**src/rtl/sclTimingPkg.sv**
```systemverilog
`timescale 1ns/1ps
package sclTimingPkg;
  typedef enum logic [2:0] {
    PH_IDLE, PH_SETUP, PH_LOW, PH_WAITHI, PH_HIGH
  } phase_e;

  // control -> datapath
  typedef struct packed {
    logic run;       // prescaler and tick counter active
    logic setupSel;  // counter limit is the setup length
  } dpCmd_t;

  // datapath -> control
  typedef struct packed {
    logic tick;
    logic atMid;
    logic atEnd;
  } dpStat_t;
endpackage

```
**src/rtl/sclTimingDp.sv**
```systemverilog
`timescale 1ns/1ps
module sclTimingDp
  import sclTimingPkg::*;
#(
  parameter int DIV_W       = 3,
  parameter int STEP_W      = 6,
  parameter int SETUP_TICKS = 17
) (
  input  logic                    clk,
  input  logic                    rstN,
  input  logic [DIV_W+STEP_W-1:0] cfgByte,
  input  dpCmd_t                  cmd,
  output dpStat_t                 stat
);
  localparam int CFG_W     = DIV_W + STEP_W;
  localparam int CNT_W     = STEP_W + 3;
  localparam int BASE_HALF = 10;

  logic [DIV_W-1:0]  divSel;
  logic [STEP_W-1:0] stepSel;
  logic [CNT_W-1:0]  halfLen, midLen, limit;
  logic [DIV_W-1:0]  preCnt;
  logic [CNT_W-1:0]  tickCnt;

  assign divSel  = cfgByte[DIV_W-1:0];
  assign stepSel = cfgByte[CFG_W-1:DIV_W];
  // half period = (20 + 8*step) / 2
  assign halfLen = CNT_W'(BASE_HALF) + {1'b0, stepSel, 2'b00};
  assign midLen  = halfLen >> 1;
  assign limit   = cmd.setupSel ? CNT_W'(SETUP_TICKS) : halfLen;

  assign stat.tick  = cmd.run && (preCnt == divSel);
  assign stat.atEnd = (tickCnt == limit - CNT_W'(1));
  assign stat.atMid = (tickCnt == midLen - CNT_W'(1));

  always_ff @(posedge clk or negedge rstN) begin
    if (!rstN)            preCnt <= '0;
    else if (!cmd.run)    preCnt <= '0;
    else if (stat.tick)   preCnt <= '0;
    else                  preCnt <= preCnt + DIV_W'(1);
  end

  always_ff @(posedge clk or negedge rstN) begin
    if (!rstN)                        tickCnt <= '0;
    else if (!cmd.run)                tickCnt <= '0;
    else if (stat.tick && stat.atEnd) tickCnt <= '0;
    else if (stat.tick)               tickCnt <= tickCnt + CNT_W'(1);
  end

  // with a non-zero prescale value, ticks are at least two cycles apart
  assert_tick_gap_R1: assert property (@(posedge clk) disable iff (!rstN)
    (stat.tick && divSel != '0) |=> (!stat.tick || !$stable(cfgByte)));
endmodule

```
**src/rtl/sclTimingCtrl.sv**
```systemverilog
`timescale 1ns/1ps
module sclTimingCtrl
  import sclTimingPkg::*;
#(
  parameter logic [3:0] SETUP_KEY = 4'hF
) (
  input  logic       clk,
  input  logic       rstN,
  input  logic       bitReq,
  input  logic       sclIn,
  input  logic [3:0] setupCode,
  input  dpStat_t    stat,
  output dpCmd_t     cmd,
  output logic       sclDriveLow,
  output logic       lowMidStrobe,
  output logic       highMidStrobe
);
  phase_e state, nextState;
  logic   phaseDone;

  assign phaseDone = stat.tick && stat.atEnd;

  always_comb begin
    nextState = state;
    unique case (state)
      PH_IDLE:   if (bitReq) nextState = (setupCode == SETUP_KEY) ? PH_SETUP : PH_LOW;
      PH_SETUP:  if (phaseDone) nextState = PH_LOW;
      PH_LOW:    if (phaseDone) nextState = PH_WAITHI;
      PH_WAITHI: if (sclIn) nextState = PH_HIGH;
      PH_HIGH:   if (phaseDone) nextState = PH_LOW;
      default:   nextState = PH_IDLE;
    endcase
    if (!bitReq) nextState = PH_IDLE;
  end

  always_ff @(posedge clk or negedge rstN) begin
    if (!rstN) state <= PH_IDLE;
    else       state <= nextState;
  end

  assign cmd.run      = (state == PH_SETUP) || (state == PH_LOW) || (state == PH_HIGH);
  assign cmd.setupSel = (state == PH_SETUP);

  assign sclDriveLow   = (state == PH_LOW);
  assign lowMidStrobe  = (state == PH_LOW)  && stat.tick && stat.atMid;
  assign highMidStrobe = (state == PH_HIGH) && stat.tick && stat.atMid;

  // a dropped request releases the line and silences the strobes
  assert_release_idle_R8: assert property (@(posedge clk) disable iff (!rstN)
    !bitReq |=> (!sclDriveLow && !lowMidStrobe && !highMidStrobe));

  // the high phase never begins while the line still reads low
  assert_wait_scl_R4: assert property (@(posedge clk) disable iff (!rstN)
    (state == PH_WAITHI && !sclIn) |=> (state != PH_HIGH));

  // the sampling strobe only appears with SCL released
  assert_sample_released_R5: assert property (@(posedge clk) disable iff (!rstN)
    highMidStrobe |-> !sclDriveLow);

  // a finished high phase under a held request goes straight to low
  assert_back_to_back_R7: assert property (@(posedge clk) disable iff (!rstN)
    (state == PH_HIGH && phaseDone && bitReq) |=> sclDriveLow);
endmodule

```
**src/rtl/sclTimingGen.sv**
```systemverilog
`timescale 1ns/1ps
module sclTimingGen
  import sclTimingPkg::*;
#(
  parameter int         DIV_W       = 3,
  parameter int         STEP_W      = 6,
  parameter int         SETUP_TICKS = 17,
  parameter logic [3:0] SETUP_KEY   = 4'hF
) (
  input  logic                    clk,
  input  logic                    rstN,
  input  logic [DIV_W+STEP_W-1:0] cfgByte,
  input  logic [3:0]              setupCode,
  input  logic                    bitReq,
  input  logic                    sclIn,
  output logic                    sclDriveLow,
  output logic                    lowMidStrobe,
  output logic                    highMidStrobe
);
  dpCmd_t  cmd;
  dpStat_t stat;

  sclTimingCtrl #(.SETUP_KEY(SETUP_KEY)) ctrl (
    .clk(clk), .rstN(rstN), .bitReq(bitReq), .sclIn(sclIn),
    .setupCode(setupCode), .stat(stat), .cmd(cmd),
    .sclDriveLow(sclDriveLow), .lowMidStrobe(lowMidStrobe),
    .highMidStrobe(highMidStrobe)
  );

  sclTimingDp #(.DIV_W(DIV_W), .STEP_W(STEP_W), .SETUP_TICKS(SETUP_TICKS)) dp (
    .clk(clk), .rstN(rstN), .cfgByte(cfgByte), .cmd(cmd), .stat(stat)
  );
endmodule

```
**config.mk**
```make
export PLATFORM = sky130hd
export DESIGN_NAME = sclTimingGen
export DESIGN_NICKNAME = d
export VERILOG_FILES = /design/src/rtl/sclTimingPkg.sv /design/src/rtl/sclTimingDp.sv /design/src/rtl/sclTimingCtrl.sv /design/src/rtl/sclTimingGen.sv
export SDC_FILE = /design/constraint.sdc
export NUM_CORES = 1
export LEC_CHECK = 0
export CAP_MARGIN = 20
export CORE_ASPECT_RATIO = 1.1
export CORE_MARGIN = 4
export CORE_UTILIZATION = 45
export DETAILED_ROUTE_END_ITERATION = 12
export HOLD_SLACK_MARGIN = 0.06
export PLACE_DENSITY = 0.79
export SLEW_MARGIN = 0
export SYNTH_ARGS = -nofsm -noshare
export SYNTH_HDL_FRONTEND = slang
export SYNTH_SLANG_ARGS = --single-unit
```
**constraint.sdc**
```tcl
create_clock -name clk -period 5.25 [get_ports clk]
set_input_delay 0.7875 -clock clk [delete_from_list [all_inputs] [get_ports clk]]
set_output_delay 0.7875 -clock clk [all_outputs]
set_load 0.005 [all_outputs]
```
* Yosys cells after proc, flatten, opt, wreduce, memory -nomap -nowiden
Cells that the tools add are included.
** Storage, ports and cells
- Register bits :: 15
- Latch bits :: 0
- Memory bits (writable) :: 0
- ROM bits :: 0
- Output and inout port bits :: 3
- Logic and storage cells :: 43
- Memories kept :: 0
** Operators by class
- Add/sub/neg operators :: 5
- $mul :: 0
- Div/mod/pow operators :: 0
- Magnitude comparators :: 0
- Eq/ne operators :: 12
- Shifts and indexed selects :: 0
- Multiplexer cells :: 12
- Bitwise operators :: 0
- Reductions and logical operators :: 11
** Operators with widths (number)
- $mux 9 :: 4
- $eq 9x9->1 :: 2
- $mux 3 :: 6
- $pmux 3 s4 :: 1
- $add 4x8->9 const A :: 1
- $add 9x1->9 const B :: 1
- $sub 8x1->9 const B :: 1
- $sub 9x1->9 const B :: 1
- $eq 3x2->1 const B :: 2
- $logic_and 1x1->1 :: 6
- $ne 3x2->1 const B :: 2
- $ne 3x3->1 const B :: 2
- $eq 4x4->1 const B :: 1
- $add 3x1->3 const B :: 1
- $eq 3x1->1 const B :: 1
- $eq 3x3->1 :: 1
- $eq 3x3->1 const B :: 1
- $logic_not 3->1 :: 1
- $reduce_and 3->1 :: 1
- $logic_or 1x1->1 :: 2
- $mux 2 :: 1
- $reduce_or 2->1 :: 1

* Depth between registers and ports, before layout
- Word-level depth :: 8
- Mapped depth :: 9

* By module
Synthesis repeated with hierarchy kept, for this count alone.
** Second synthesis, totals
- Cell total of the unflattened synthesis :: 165
- Area, all modules :: 1355.0 sq um
** By module, submodules not included
- sclTimingDp :: times used 1, cells an instance 132, area an instance 1067.3 sq um
- sclTimingCtrl :: times used 1, cells an instance 33, area an instance 287.8 sq um

* Worst setup path after synthesis
No wires, ideal clock.
- Path type :: input port to output port
- From :: input port cfgByte[4]
- To :: output port highMidStrobe
- Arrival :: 1.989 ns
- Slack :: 2.473 ns
- Cell stages on the path :: 6
- Cells stage by stage :: ha_1 > xnor2_1 > nand2_1 > nor4_1 > nand4_1 > nor4b_1
** On the way
- Longest elaborated chain between the ends :: 4
** RTL lines
- start: declaration :: RTL line sclTimingGen.sv:12 : input logic [DIV_W+STEP_W-1:0] cfgByte,
- $add 4x8->9 :: RTL line sclTimingDp.sv:28 : assign halfLen = CNT_W'(BASE_HALF) + {1'b0, stepSel, 2'b00};
- $sub 8x1->9 :: RTL line sclTimingDp.sv:34 : assign stat.atMid = (tickCnt == midLen - CNT_W'(1));
- $eq 9x9->1 :: RTL line sclTimingDp.sv:34
- $logic_and 1x1->1 :: RTL line sclTimingCtrl.sv:46 : assign highMidStrobe = (state == PH_HIGH) && stat.tick && stat.atMid;
- end: declaration :: RTL line sclTimingGen.sv:18 : output logic highMidStrobe
Every way passes these cells.

* Final worst setup path
Same ends and word-level chain as after synthesis.

==> key figures <==
Layout
  • Most frequent standard cell in the layout excluding fill and tap cells: sky130_fd_sc_hd__clkdlybuf4s50_1
  • Syn-to-layout area delta: 18.3%
  • Proportion of layout cells with a drive suffix above 1: 5.26%
  • # fillers: 245
  • # nets final: 192
  • Final instance count without filler cells: 202
  • Highest-count cells in the layout ignoring fill and taps: 19 x sky130_fd_sc_hd__clkdlybuf4s50_1, 15 x sky130_fd_sc_hd__nand2_1, 15 x sky130_fd_sc_hd__a21oi_1, 15 x sky130_fd_sc_hd__dfrtp_1, 14 x sky130_fd_sc_hd__nand3_1
  • Sequential cell area: 375 sq um
  • Final core utilization: 56.6%
  • Count of inserted antenna diode cells: 0
  • Area used by multi-input combinational logic: 797 sq um

Power
  • Logic gate share of total power: 44.3%
  • Power Dens Cells: 289 nW/um^2
  • Leakage power: 0.577 nW
  • Clock share of power: 17.5%
  • Net switching power of the design: 0.000178 W
  • Flop pwr share: 38.1%
  • Int Pwr: 0.000242 W
  • IR drop worst, VDD: 0.000176 V
  • Switching Fraction: 42.4%

GRT
  • Met1 layer usage reported by global route: 20.3%
  • Global-route total usage across every layer: 18.2%
  • Met2 track utilization from global routing: 31.2%
  • Global-route track usage on met3: 4.13%
  • Number of global-route vias before repair: 1167
  • Wire length of the first global-routing pass: 5240 um
  • Initial antenna violation count: 0
  • Busiest layer in global routing: met2
  • Largest net degree at the start of global routing: 24
  • Global route overflow: 0

Clock network
  • Clock transition at the registers of the reported paths: 110 ps
  • Number of clock sinks seen by CTS: 15
  • Depth of the CTS H-tree: 1
  • # resized after CTS: 0
  • Maximum root-to-sink buffer count: 2
  • Worst skew pair latency: 300 ps
  • Clk root buf: sky130_fd_sc_hd__clkbuf_4
  • Clock buffer count from CTS: 3
  • Cts hold-fix bufs: 0
  • Number of buffers inserted to repair setup after CTS: 0
  • CTS tree: built

Yosys
  • Cell count after synthesis: 157
  • Area share of the leading cell type in the synthesized netlist: 30.5%
  • Number of storage elements in the synthesis netlist: 15
  • Syn nets: 177
  • Most area-consuming cells after synthesis: sky130_fd_sc_hd__dfrtp_1 31%, sky130_fd_sc_hd__xnor2_1 7.1%, sky130_fd_sc_hd__a21oi_1 6.1%
  • Count of unique library cells instantiated by Yosys: 36
  • Sequential area share after synthesis: 30.5%
  • Number of synthesis warnings: 0
  • Synth Area per Inst: 7.83 sq um
  • Post-synth design cell area: 1230 sq um
  • Cell type contributing the most total cell area after synthesis: sky130_fd_sc_hd__dfrtp_1

Timing
  • Setup Skew: 5.79 ps
  • Pin slew with the least headroom to its limit: 681 ps
  • Post-layout minimum cycle time: 4010 ps
  • Total Neg Setup Slack: 0 ps
  • Number of pins exceeding their max-slew limit in the final report: 0
  • Number of hold violations in the final report: 0
  • Setup repair after global routing missed its margin: false
  • Final setup viols: 0
  • Period utilization: 76.5%
  • Maximum achievable frequency: 0.249 GHz
  • Max_slew headroom: 54.5%

Route
  • ANT nets after route: 0
  • DRC: 0
  • Average wire per standard cell: 14.6 um
  • Number of design-rule violations left by the first detailed-router iteration: 55
  • Post-Route WL: 2950 um
  • Via Count: 1176
  • Drt via density: 5.82
  • DRT Pass-1 Iters: 5

Floorplanning
  • # rows: 19
  • Die outline area: 3630 sq um
  • Core Region: 2570 sq um
  • Number of primary I/O pins: 20
  • Die span in y: 62.8 um
  • Starting density of the core: 47.9%
  • Width of the chip: 57.8 um

Placement
  • Half-perimeter wire length after placement: 2330 um
  • Placed Cells: 198
  • Number of port buffers: 19
  • Final RePlAce weighted congestion: 0.806

Worst hold path
  • Type of the worst min-delay path: reg2reg

Run status
  • Outcome: finished clean

Flow run
  • # Max-Cap Violations: 0

Setup path
  • Req. time, crit path: 4460 ps
  • Worst R2R Setup Slack: 2840 ps
  • Arrival time at the worst endpoint: 3230 ps
  • Endpoint kind of the worst setup timing path: output port
  • CP Class: in2out
  • Category of the worst setup path launch point: input pin
  • Critical path peak fanout: 5
worst max-delay path, cell delays in order:
cell and delay [ps]:
sky130_fd_sc_hd__clkdlybuf4s50_1 510, sky130_fd_sc_hd__ha_1 370, sky130_fd_sc_hd__xnor2_1 150, sky130_fd_sc_hd__nand2_1 70
sky130_fd_sc_hd__nor4_1 260, sky130_fd_sc_hd__nand4_1 180, sky130_fd_sc_hd__nor4b_1 340, sky130_fd_sc_hd__clkdlybuf4s50_1 560
flip-flops by register name (all words and copies together) (netlist names):
register	count
ctrl.state	3
dp.preCnt	3
dp.tickCnt	9
layout make-up:
class / instances / area share [%]
clock buffers: 3 / 1.55
clock inverters: 1 / 0.516
inverters: 4 / 1.03
multi-input cells: 128 / 54.8
flip-flops and latches: 15 / 25.8
well taps: 31 / 2.67
repair buffers: 20 / 13.6
through the flow:
stage / worst slack (ps) / cell area, sq um / hold slack, ps / power (W)
floorplan: 2470 / 1230 / 449 / 0.000285
global placement: 1370 / 1420 / 472 / 0.000339
detailed placement: 1220 / 1420 / 502 / 0.000347
CTS: 1220 / 1450 / 519 / 0.000423
global route: 1050 / 1450 / 530 / 0.000460
finish: 1240 / 1450 / 521 / 0.000420
synthesized netlist by cell type:
| cell type | count |
|---|---|
| sky130_fd_sc_hd__a21boi_0 | 1 |
| sky130_fd_sc_hd__a21oi_1 | 15 |
| sky130_fd_sc_hd__a221o_1 | 1 |
| sky130_fd_sc_hd__a22o_1 | 2 |
| sky130_fd_sc_hd__a31oi_1 | 2 |
| sky130_fd_sc_hd__a41oi_1 | 1 |
| sky130_fd_sc_hd__and2_1 | 2 |
| sky130_fd_sc_hd__and2b_1 | 1 |
| sky130_fd_sc_hd__and2b_2 | 1 |
| sky130_fd_sc_hd__and3_1 | 3 |
| sky130_fd_sc_hd__buf_2 | 3 |
| sky130_fd_sc_hd__clkbuf_1 | 7 |
| sky130_fd_sc_hd__dfrtp_1 | 15 |
| sky130_fd_sc_hd__ha_1 | 3 |
| sky130_fd_sc_hd__inv_1 | 4 |
| sky130_fd_sc_hd__nand2_1 | 15 |
| sky130_fd_sc_hd__nand2b_1 | 2 |
| sky130_fd_sc_hd__nand3_1 | 14 |
| sky130_fd_sc_hd__nand4_1 | 1 |
| sky130_fd_sc_hd__nand4b_1 | 1 |
| sky130_fd_sc_hd__nor2_1 | 12 |
| sky130_fd_sc_hd__nor2b_1 | 4 |
| sky130_fd_sc_hd__nor3_1 | 5 |
| sky130_fd_sc_hd__nor3b_1 | 1 |
| sky130_fd_sc_hd__nor4_1 | 4 |
| sky130_fd_sc_hd__nor4b_1 | 3 |
| sky130_fd_sc_hd__o2111ai_1 | 1 |
| sky130_fd_sc_hd__o21ai_0 | 9 |
| sky130_fd_sc_hd__o22ai_1 | 1 |
| sky130_fd_sc_hd__o31a_1 | 1 |
| sky130_fd_sc_hd__or2_2 | 1 |
| sky130_fd_sc_hd__or3_1 | 1 |
| sky130_fd_sc_hd__or4b_1 | 1 |
| sky130_fd_sc_hd__xnor2_1 | 10 |
| sky130_fd_sc_hd__xor2_1 | 7 |
| sky130_fd_sc_hd__xor2_2 | 2 |
routing by layer:
metal  up-vias  wire, um
met2        44      1570
li1        580         -
met5         -         0
met1       541      1130
met3        11       138
met4         0       119
cells by family after synthesis:
logic type,Yosys count,synth area share [%]
AO/OA/AOI/OAI,34,16.3
XOR/XNOR,19,14.8
adder cells (fa/ha/maj),3,3.06
buffers and inverters,14,4.58
flip-flops,15,30.5
AND/OR/NAND/NOR,72,30.8
power groups by stage:
stage          sequential, W  combinational [W]  clock [W]
2_1_floorplan       0.000150           0.000135          0
3_3_place_gp        0.000160           0.000179          0
3_5_place_dp        0.000162           0.000186          0
4_1_cts             0.000160           0.000187  0.0000767
5_1_grt             0.000164           0.000211  0.0000843
6_report            0.000160           0.000186  0.0000736
path summary, 6_finish.rpt:
check,from,end,depth (start not counted)
max,cfgByte[4],highMidStrobe,8
min in group asynchronous,rstN,dp.preCnt[0]$_DFF_PN0_,1
min,dp.preCnt[0]$_DFF_PN0_,dp.preCnt[0]$_DFF_PN0_,1
max reg2reg,ctrl.state[2]$_DFFE_PN0P_,ctrl.state[0]$_DFFE_PN0P_,7
min reg2reg,dp.preCnt[0]$_DFF_PN0_,dp.preCnt[0]$_DFF_PN0_,1
max in group asynchronous,rstN,dp.tickCnt[1]$_DFFE_PN0P_,1
No activity file was read; power rests on OpenSTA's default activity.
